### src/rtl/rx_link_pkg.sv
package rx_link_pkg;
  typedef struct packed {
    logic clrTick;
    logic incTick;
    logic latchData;
  } ctlStrobe_t;
endpackage

### src/rtl/rx_link_ctrl.sv
module rx_link_ctrl
  import rx_link_pkg::*;
(
  input  logic       clk,
  input  logic       rstN,
  input  logic       blockEn,
  input  logic       protoEn,
  input  logic       loopbackEn,
  input  logic       syncOk,
  input  logic       periodTick,
  input  logic       msgValid,
  input  logic       parityErr,
  input  logic       frameErr,
  input  logic       overrunErr,
  input  logic       idMatch,
  input  logic       tmo,
  output logic       rxOk,
  output ctlStrobe_t strb
);
  localparam int GOOD_W = 2;

  logic              syncPrev;
  logic              armed;
  logic [GOOD_W-1:0] goodCnt;
  logic              enabled;
  logic              errAny;
  logic              fault;
  logic              goodMsg;
  logic              syncRise;
  logic              qualify;

  assign enabled  = blockEn & protoEn & ~loopbackEn;
  assign errAny   = parityErr | frameErr | overrunErr;
  assign fault    = ~enabled | ~syncOk | errAny | (msgValid & ~idMatch) | tmo;
  assign goodMsg  = msgValid & idMatch & ~fault & armed;
  assign syncRise = syncOk & ~syncPrev;
  assign qualify  = goodMsg & (rxOk | (goodCnt == GOOD_W'(1)));

  always_comb begin
    strb.clrTick   = fault | ~armed | goodMsg;
    strb.incTick   = armed & ~fault & ~goodMsg & periodTick;
    strb.latchData = qualify;
  end

  always_ff @(posedge clk or negedge rstN) begin
    if (!rstN) begin
      syncPrev <= 1'b0;
      armed    <= 1'b0;
      goodCnt  <= '0;
      rxOk     <= 1'b0;
    end else begin
      syncPrev <= syncOk;
      if (fault) begin
        armed   <= 1'b0;
        goodCnt <= '0;
        rxOk    <= 1'b0;
      end else begin
        if (syncRise) armed <= 1'b1;
        if (goodMsg) begin
          if (goodCnt != GOOD_W'(2)) goodCnt <= goodCnt + GOOD_W'(1);
          if (goodCnt == GOOD_W'(1)) rxOk <= 1'b1;
        end
      end
    end
  end
endmodule

### src/rtl/rx_link_dpath.sv
module rx_link_dpath
  import rx_link_pkg::*;
#(
  parameter int NBITS   = 8,
  parameter int ID_W    = 3,
  parameter int LIM_STD = 3,
  parameter int LIM_ALT = 7
) (
  input  logic               clk,
  input  logic               rstN,
  input  logic               altMode,
  input  logic [NBITS-1:0]   msgData,
  input  logic [ID_W-1:0]    msgId,
  input  logic [ID_W-1:0]    expectId,
  input  logic [2*NBITS-1:0] dfltMask,
  input  logic               rxOk,
  input  ctlStrobe_t         strb,
  output logic               idMatch,
  output logic               tmo,
  output logic [NBITS-1:0]   rxBits
);
  localparam int LIM_MAX = (LIM_ALT > LIM_STD) ? LIM_ALT : LIM_STD;
  localparam int CNT_W   = $clog2(LIM_MAX + 1);

  logic [CNT_W-1:0] tickCnt;
  logic [CNT_W-1:0] limit;
  logic [NBITS-1:0] lastValid;

  assign idMatch = (msgId == expectId);
  assign limit   = altMode ? CNT_W'(LIM_ALT) : CNT_W'(LIM_STD);
  assign tmo     = (tickCnt >= limit);

  always_ff @(posedge clk or negedge rstN) begin
    if (!rstN) begin
      tickCnt <= '0;
    end else if (strb.clrTick) begin
      tickCnt <= '0;
    end else if (strb.incTick && !tmo) begin
      tickCnt <= tickCnt + CNT_W'(1);
    end
  end

  always_ff @(posedge clk or negedge rstN) begin
    if (!rstN) lastValid <= '0;
    else if (strb.latchData) lastValid <= msgData;
  end

  for (genvar b = 0; b < NBITS; b++) begin : g_bit
    logic [1:0] code;
    assign code = dfltMask[2*b +: 2];
    always_comb begin
      if (rxOk)         rxBits[b] = lastValid[b];
      else if (code[1]) rxBits[b] = lastValid[b];
      else              rxBits[b] = code[0];
    end
  end
endmodule

### src/rtl/rx_link_guard.sv
module rx_link_guard
  import rx_link_pkg::*;
#(
  parameter int NBITS   = 8,
  parameter int ID_W    = 3,
  parameter int LIM_STD = 3,
  parameter int LIM_ALT = 7
) (
  input  logic               clk,
  input  logic               rstN,
  input  logic               blockEn,
  input  logic               protoEn,
  input  logic               loopbackEn,
  input  logic               altMode,
  input  logic               syncOk,
  input  logic               periodTick,
  input  logic               msgValid,
  input  logic [NBITS-1:0]   msgData,
  input  logic [ID_W-1:0]    msgId,
  input  logic [ID_W-1:0]    expectId,
  input  logic               parityErr,
  input  logic               frameErr,
  input  logic               overrunErr,
  input  logic [2*NBITS-1:0] dfltMask,
  output logic               rxOk,
  output logic [NBITS-1:0]   rxBits
);
  ctlStrobe_t strb;
  logic       idMatch;
  logic       tmo;

  rx_link_ctrl u_ctrl (
    .clk(clk), .rstN(rstN), .blockEn(blockEn), .protoEn(protoEn),
    .loopbackEn(loopbackEn), .syncOk(syncOk), .periodTick(periodTick),
    .msgValid(msgValid), .parityErr(parityErr), .frameErr(frameErr),
    .overrunErr(overrunErr), .idMatch(idMatch), .tmo(tmo),
    .rxOk(rxOk), .strb(strb)
  );

  rx_link_dpath #(
    .NBITS(NBITS), .ID_W(ID_W), .LIM_STD(LIM_STD), .LIM_ALT(LIM_ALT)
  ) u_dpath (
    .clk(clk), .rstN(rstN), .altMode(altMode), .msgData(msgData),
    .msgId(msgId), .expectId(expectId), .dfltMask(dfltMask),
    .rxOk(rxOk), .strb(strb), .idMatch(idMatch), .tmo(tmo), .rxBits(rxBits)
  );
endmodule

### config.mk
export PLATFORM = sky130hd
export DESIGN_NAME = rx_link_guard
export DESIGN_NICKNAME = d
export VERILOG_FILES = /design/src/rtl/rx_link_pkg.sv /design/src/rtl/rx_link_ctrl.sv /design/src/rtl/rx_link_dpath.sv /design/src/rtl/rx_link_guard.sv
export SDC_FILE = /design/constraint.sdc
export NUM_CORES = 1
export LEC_CHECK = 0
export CELL_PAD_IN_SITES_DETAIL_PLACEMENT = 1
export CELL_PAD_IN_SITES_GLOBAL_PLACEMENT = 2
export CORE_MARGIN = 2
export CORE_UTILIZATION = 22
export DETAILED_ROUTE_END_ITERATION = 7
export PLACE_DENSITY = 0.78
export SLEW_MARGIN = 30
export SYNTH_ARGS = -nofsm -noshare
export SYNTH_HDL_FRONTEND = slang
export SYNTH_SLANG_ARGS = --single-unit
### constraint.sdc
create_clock -name clk -period 2.8 [get_ports clk]
set_clock_uncertainty 0.2 [all_clocks]
set_input_delay 0.7 -clock clk [delete_from_list [all_inputs] [get_ports clk]]
set_output_delay 0.7 -clock clk [all_outputs]
set_load 0.1 [all_outputs]
Word-level counts from Yosys, hierarchy flattened. Index checks and enable logic that the tools add are counted.

Register bits after elaboration: 16. Input port bits: 42. Output and inout port bits: 9. Logic and storage cells: 76.

$add $sub $neg: 2. $lt $le $gt $ge: 1. Equality and inequality tests: 3. Mux-type cells: 27. Bitwise operators: 28. Reductions and logical operators: 9.

Operators by type and width (number): 1-bit two-way mux (21); 1-bit AND (11); 2-bit nonzero test (5); 3-bit two-way mux (3); 1-bit OR (9); 1-bit NOT (8); 2-bit two-way mux (3); 2-bit AND reduction (2); 3-bit by 1-bit adder with 3-bit output, second input constant (1); 3-bit equality test (1); 3-bit >= comparator (1); 2-bit by 1-bit adder with 2-bit output, second input constant (1); 2-bit by 1-bit equality test with 1-bit output, second input constant (1); 2-bit inequality test, second input constant (1); 1-bit logical AND (1); 1-bit logical NOT (1).

Logic depth before layout (Yosys ltp). Gate-level depths: netlist (run 1).

Word-level depth: 16. Depth in mapped cells: 6. Gate-level depth less buffers: 6.

Hierarchy. A second synthesis (run 1) with hierarchy kept.

Cells, all modules: 88. Area total of the unflattened synthesis: 980.9 um^2.

By module, submodules not included: rx_link_dpath (times used 1, cells an instance 59, area each 666.9 um^2, seq. area each 275.3 um^2); rx_link_ctrl (times used 1, cells an instance 29, area each 314.1 um^2, seq. area each 125.1 um^2).

Least setup slack after synthesis (run 1). Ideal clock, no wire load.

Path kind: register to output. Start point: reg u_ctrl.rxOk. End point: out rxBits[0]. Arrival: 1.887 ns. Required time: 1.900 ns. Slack: 0.013 ns. Stages on the path, launching flop included: 4. Path buffers: 1. Path through: dfrtp_1 -> clkbuf_1 -> nor2_1 -> mux2_2.

Longest elaborated chain between the ends: 1.

Ends and longest elaborated chain: from (decl) (line rx_link_ctrl.sv:17) `output logic rxOk,`; from (signal assigned) (line rx_link_ctrl.sv:50) `rxOk <= 1'b0;`; from (signal assigned) (line rx_link_ctrl.sv:56) `rxOk <= 1'b0;`; from (signal assigned) (line rx_link_ctrl.sv:61) `if (goodCnt == GOOD_W'(1)) rxOk <= 1'b1;`; 1-bit two-way mux (line rx_link_dpath.sv:52) `if (rxOk) rxBits[b] = lastValid[b];`; to (decl) (line rx_link_guard.sv:26) `output logic [NBITS-1:0] rxBits`.

No other way between the ends.

Final worst setup path (run 1).
Start point: in altMode. End point: reg u_dpath.lastValid[3].

Longest elaborated chain between the ends: 7.

Ends and longest elaborated chain: from (decl) (line rx_link_guard.sv:14) `input logic altMode,`; 3-bit two-way mux (line rx_link_dpath.sv:30) `assign limit = altMode ? CNT_W'(LIM_ALT) : CNT_W'(LIM_STD);`; 3-bit >= comparator (line rx_link_dpath.sv:31) `assign tmo = (tickCnt >= limit);`; 1-bit OR (line rx_link_ctrl.sv:34) `assign fault = ~enabled | ~syncOk | errAny | (msgValid & ~idMatch) | tmo;`; 1-bit NOT (line rx_link_ctrl.sv:35) `assign goodMsg = msgValid & idMatch & ~fault & armed;`; 1-bit AND (2 in a row) (line rx_link_ctrl.sv:35); 1-bit AND (line rx_link_ctrl.sv:37) `assign qualify = goodMsg & (rxOk | (goodCnt == GOOD_W'(1)));`; to (signal assigned) (line rx_link_dpath.sv:45) `else if (strb.latchData) lastValid <= msgData;`; to (decl) (line rx_link_dpath.sv:27) `logic [NBITS-1:0] lastValid;`.

No other way between the ends. A chain may end at the register's enable or synchronous reset.

==> results of run 1 <==
through the flow:
stage / total power, mW / setup WS, ns / hold slack [ns]
after floorplan: 0.3044 / 0.01287 / 0.2044
after global placement: 0.4003 / -0.4001 / 0.2961
after detailed placement: 0.4027 / -0.4424 / 0.2977
after CTS: 0.6175 / 0.09784 / 0.3177
after global routing: 0.6320 / 0.03626 / 0.3381
final: 0.6061 / 0.07433 / 0.3144
cell type report:
class	count	area, um^2
Timing Repair Buffer	56	629.4
Clock buffer	4	55.05
Sequential cell	16	400.4
Tap cell	50	62.56
Fill cell	448	2307
Inverter	6	22.52
Multi-Input combinational cell	62	580.6
cell families (layout without fill, tap and decap cells):
kind of cell	Yosys count	after routing	synth area share [%]
simple gates	27	27	17.59
mux	17	17	20.11
flops	16	16	42.33
compound gates	9	9	7.277
buf+inv	7	66	2.777
xor+xnor	5	5	4.629
fa+ha+maj	4	4	5.291
routing by layer:
metal	vias up	part of all wire (%)	GRT usage (%)
li1	419	-	-
met1	425	42	14.89
met2	48	48	21.05
met3	4	8.1	3.343
met4	0	1.7	5.882
met5	-	0	0
worst paths after layout:
check	startpoint	to	slack, ns	depth (start not counted)
max	altMode	u_dpath.lastValid[3]	0.07	8
min	u_dpath.lastValid[0]	u_dpath.lastValid[0]	0.31	1
max reg2reg	u_dpath.tickCnt[2]	u_dpath.lastValid[3]	0.34	6
min reg2reg	u_dpath.lastValid[0]	u_dpath.lastValid[0]	0.31	1
max in group asynchronous	rstN	u_dpath.lastValid[2]	1.28	1
min in group asynchronous	rstN	u_ctrl.rxOk	0.67	1
layout by cell type (no fill, tap or decap), types with 3 or more instances in the layout:
cell type	n
buf_12	8
buf_4	5
clkbuf_8	4
clkdlybuf4s50_1	40
dfrtp_1	16
ha_1	3
inv_1	6
mux2_2	8
mux2_4	8
nor2_1	11
or4_4	3
xnor2_1	5
registers in the layout, summed over array words and instances (netlist names):
| register | flops |
|---|---|
| u_ctrl.armed | 1 |
| u_ctrl.goodCnt | 2 |
| u_ctrl.rxOk | 1 |
| u_ctrl.syncPrev | 1 |
| u_dpath.lastValid | 8 |
| u_dpath.tickCnt | 3 |
critical path: cells and delay by family:
family          cells  cell delay, ns
compound gates      1            0.36
buf+inv             3            0.43
simple gates        2            0.68
mux                 1            0.32
fa+ha+maj           1            0.18
power breakdown:
| part | internal [mW] | switching (mW) |
|---|---|---|
| Sequential | 0.232 | 0.000251 |
| Combinational | 0.0891 | 0.0773 |
| Clock | 0.125 | 0.0826 |
what timing repair did:
item | in CTS | in global routing
hold buffers | 0 | 0
endpoints found under the setup margin | 14 | 0
gates resized for setup | 20 | 0
==> results_dict.tcl, run 1 <==
set metrics [dict create \
    crit_path_max_fanout 8 \
    crit_type "in2reg" \
    netlist_top_cells_area "dfrtp_1 (42%), mux2_2 (19%), ha_1 (5.3%)" \
    drtIter0Drc 8 \
    synth_edf_count 0 \
    setup_tns_ns 0 \
    grt_start_max_net_pins 17 \
    grt_pass1_vias 1004 \
    nNetsFinal 191 \
    avgSynthCellArea_um2 11.13 \
    hold_class "reg2reg" \
    hpwl_mm 2.264 \
    min_period_ns 2.726 \
    yosysWarnings 0 \
    endpoint_kind "register" \
    drc 0 \
    fin_area_mm2 0.001750 \
    die_height_um 69.57 \
    period_share_pct 97.35 \
    worstPathRequired_ns 2.74 \
    dr.pass1.iters 2 \
    fmax_mhz 366.9 \
    syn_nets 131 \
    cts_tree "yes" \
    crit_arrival_ns 2.66 \
    crit_chain "dlygate4sd2_1 -> inv_1 -> ha_2 -> or4_4 -> a211o_4 -> nor4_4 -> buf_6 -> mux2_4" \
    cap_violations 0 \
    ys.flop_type "dfrtp_1" \
    synth-seq-cells 16 \
    io_buffers 50 \
    hold_viol_final 0 \
    critPathMaxStageDelay_ns 0.53 \
    wl_per_cell_um 14.62 \
    area_growth_pct 85.05 \
    maxSlewViolCount 0 \
    start_util_pct 23.31 \
    clkTransAtPathRegs_ns 0.06 \
    cts_buffers 3 \
    ioPinCount 51 \
    synth_cells 85 \
    slew_headroom_pct 52.40 \
    synth_top_area_share_pct 42.33 \
    postPlaceCellArea_mm2 0.001628 \
    grt.total_usage_pct 12.56 \
    ys_top_cells_by_count "dfrtp_1 (16), mux2_2 (16), nor2_1 (12), inv_1 (6), xnor2_1 (5)" \
    fin_cells 194 \
    ir_drop_uv 116.3 \
    antenna_found_initial 0 \
    dp_cells 190 \
    critPathSlowestCell "or4_4" \
    finalSetupViolations 0 \
    status "finished clean" \
    clk_latency_ns 0.25 \
    power_density_mw_per_mm2 346.3 \
    cts_sinks 16 \
    grt_remaining_overflow 0 \
    async_reset_ff_share_pct 100.0 \
    avgViaCountPerCell 4.619 \
    synth_area_leader_cell "dfrtp_1" \
    finalWeightedCongestion 0.8125 \
    final_util_pct 43.14 \
    p_leak_nw 0.7358 \
    synthDistinctLibCells 25 \
    grt_pass1_wl_mm 4.761 \
    ant_nets 0 \
    vias 896 \
    cts_setup_buffers 0 \
    dieArea_mm2 0.004840 \
    die_w_um 69.57 \
    clock_path_buffers 2 \
    core-area_mm2 0.004058 \
    num_antenna_cells 0 \
    htree_num_levels 1 \
    drive_gt1_share_pct 33.33 \
    tightestPinTransition_ns 0.7117 \
    crit_path_start_kind "primary input" \
    synth-seq-area-share_pct 42.33 \
    cts_root_buf "clkbuf_8" \
    num_rows 23 \
    rsz0062_at_grt "no" \
    netlist_area_um2 945.9 \
    totalWireLength_mm 2.836 \
]
No activity file was read; power rests on OpenSTA's default activity.
==> run 2: changes to the inputs <==
--- a/config.mk
+++ b/config.mk
@@ -8,10 +8,11 @@
 export CELL_PAD_IN_SITES_DETAIL_PLACEMENT = 1
 export CELL_PAD_IN_SITES_GLOBAL_PLACEMENT = 2
 export CORE_MARGIN = 2
-export CORE_UTILIZATION = 22
+export CORE_UTILIZATION = 23
 export DETAILED_ROUTE_END_ITERATION = 7
-export PLACE_DENSITY = 0.78
+export PLACE_DENSITY = 0.8
 export SLEW_MARGIN = 30
 export SYNTH_ARGS = -nofsm -noshare
 export SYNTH_HDL_FRONTEND = slang
+export SYNTH_HIERARCHICAL = 1
 export SYNTH_SLANG_ARGS = --single-unit
==> run 2 against run 1 <==
Against the previous run: cell area stayed put; sequential power is essentially flat; first-iteration DRC count increased by 13%; clock-buffer cell count shrank 1; non-clock buffer count grew 5.
==> results_dict.tcl, run 2 <==
set metrics [dict create \
    grt_pass1_wl_mm 4.498 \
    hold_class "reg2reg" \
    switching_share_pct 25.97 \
    path_depth 4 \
    htree_num_levels 1 \
    finalWeightedCongestion 0.8139 \
    r2r_end "u_dpath/tickCnt[0]" \
    slew_headroom_pct 52.12 \
    totalWireLength_mm 2.674 \
    die_w_um 69.31 \
    rr_startpoint "u_dpath/tickCnt[0]" \
    hp-start "u_dpath/lastValid[0]" \
    avgSynthCellArea_um2 11.15 \
    period_share_pct 95.13 \
    min_period_ns 2.664 \
    worstPathRequired_ns 1.90 \
    antenna_found_initial 0 \
    grt_start_max_net_pins 17 \
    ir_drop_uv 123.1 \
    clock_path_buffers 2 \
    synth-seq-cells 16 \
    avgViaCountPerCell 4.523 \
    finalSetupViolations 0 \
    critPathSlowestCell "clkdlybuf4s50_1" \
    synth_area_leader_cell "dfrtp_1" \
    reg_top3 "u_dpath/lastValid x8, u_dpath/tickCnt x3, u_ctrl/goodCnt x2" \
    seq_power_share_pct 41.1 \
    syn_nets 134 \
    maxSlewViolCount 0 \
    clockPowerShare_pct 29.2 \
    crit_type "in2out" \
    combPwrFrac_pct 29.7 \
    wl_per_cell_um 13.44 \
    rsz0062_at_grt "no" \
    cts_hold_buf 0 \
    io_buffers 50 \
    yosysWarnings 6 \
    synth_top_area_share_pct 40.82 \
    grt_remaining_overflow 0 \
    synth_cells 88 \
    cp.buffers_inverters 2 \
    critPathMaxStageDelay_ns 0.41 \
    endpoint "rxBits[2]" \
    hold_viol_final 0 \
    crit_path_max_fanout 1 \
    synth_edf_count 0 \
    dr.pass1.iters 4 \
    cts_buffers 3 \
    fillers 452 \
    die_height_um 69.31 \
    top_register "u_dpath/lastValid" \
    vias 900 \
    synth-seq-area-share_pct 40.82 \
    cap_violations 0 \
    final_common_cell "clkdlybuf4s50_1" \
    clkTransAtPathRegs_ns 0.06 \
    drive_gt1_share_pct 34.23 \
    cts_tree "yes" \
    nNetsFinal 197 \
    p_leak_nw 0.7687 \
    num_antenna_cells 0 \
    rrSetupSlack_ns 0.16 \
    async_reset_ff_share_pct 100.0 \
    crit_path_start_kind "primary input" \
    layout_common_cells "clkdlybuf4s50_1 (40), dfrtp_1 (16), mux2_2 (16)" \
    drtIter0Drc 9 \
    grt_pass1_vias 955 \
    hpwl_mm 2.222 \
    cts_sinks 16 \
    ioPinCount 51 \
    postPlaceCellArea_mm2 0.001677 \
    fmax_mhz 375.4 \
    start_util_pct 24.18 \
    cts_root_buf "clkbuf_8" \
    final_util_pct 43.14 \
    p_int_uw 418.0 \
    clk_latency_ns 0.24 \
    ys_top_cells_by_count "dfrtp_1 (16), mux2_2 (16), nor2_1 (15), ha_1 (4), inv_1 (4)" \
    ys.flop_type "dfrtp_1" \
    tightestPinTransition_ns 0.7159 \
    netlist_area_um2 980.9 \
    ant_nets 0 \
    synthDistinctLibCells 28 \
    crit_arrival_ns 1.76 \
    dieArea_mm2 0.004803 \
    drc 0 \
    reg2reg_depth 9 \
    endpoint_kind "output pin" \
    power_density_mw_per_mm2 322.5 \
    area_growth_pct 78.44 \
    num_rows 23 \
    p_sw_uw 146.6 \
    crit_chain "clkdlybuf4s50_1 -> nor2_1 -> mux2_2 -> buf_12" \
    largest_register_ff_count 8 \
    status "finished clean" \
    core-area_mm2 0.004058 \
    grt.total_usage_pct 11.50 \
    timing.hold.ws_ns 0.2992 \
    netlist_top_cells_area "dfrtp_1 (41%), mux2_2 (18%), nor2_1 (5.7%)" \
    cp_top_family "buffers and inverters" \
    setup.worst_path.start "dfltMask[5]" \
    fin_area_mm2 0.001750 \
]
-- run 2: changes by cell type after synthesis, sizes merged, moves of 3 or more --
cell and change:
buf +3, nor2 +3, or4 -3, xnor2 -3, xor2 +3
-- run 2: what timing repair did --
| action | in CTS | in global routing |
|---|---|---|
| setup endpoints to repair | 10 | 3 |
| setup buffers | 1 | 2 |
| resized for setup | 3 | 5 |
| cloned | 0 | 0 |
| pin swaps | 4 | 5 |
-- run 2: how the worst min path moves through the flow --
stage / endpoint / slack [ns] / cells past startpoint
6_report: u_dpath/lastValid[0] / 0.30 / 1
5_1_grt: u_dpath/lastValid[0] / 0.33 / 1
4_1_cts: u_dpath/lastValid[0] / 0.31 / 1
3_5_place_dp: u_dpath/lastValid[0] / 0.29 / 1
3_3_place_gp: u_dpath/lastValid[5] / 0.29 / 1
2_1_floorplan: u_ctrl/armed / 0.20 / 0
-- run 2: metal layers --
metal  GRT usage [%]  vias up  share of wire (%)  wire, um
li1                -      431                  -         -
met1           15.62      415                 49      1315
met2           18.27       52                 43      1137
met3           2.180        2                7.5       201
met4           3.922        0               0.75        20
met5               0        -                  0         0
-- run 2: metrics by stage --
stage	power, mW	setup TNS (ns)	cells	setup slack (ns)
finish	0.5646	0	199	0.1363
global route	0.5883	0	199	0.02270
CTS	0.5720	0	197	0.01519
detailed placement	0.4027	-4.124	193	-0.5020
global placement	0.4009	-3.484	193	-0.4249
floorplan	0.3030	0	88	0.02051
-- run 2: kinds of logic (layout without fill, tap and decap cells) --
group	Yosys count	after routing	synth area share [%]
fa+ha+maj	4	4	5.102
mux	17	17	19.90
compound gates	11	11	8.673
flops	16	16	40.82
simple gates	28	28	17.73
xor+xnor	5	5	4.465
buf+inv	7	68	3.316
-- run 2: final cells by class --
type	instances	area, um^2	share of cell area (%)
repair buffers	61	655.6	37.46
multi-input cells	65	575.6	32.88
flip-flops and latches	16	400.4	22.87
well taps	50	62.56	3.574
clock buffers	3	41.29	2.359
inverters	4	15.01	0.8578
-- run 2: power by group through the flow --
stage | sequential, mW | clock, mW | combinational [mW]
global route | 0.232 | 0.181 | 0.175
finish | 0.232 | 0.165 | 0.168
floorplan | 0.236 | 0 | 0.0666
CTS | 0.232 | 0.172 | 0.168
global placement | 0.236 | 0 | 0.165
detailed placement | 0.236 | 0 | 0.166
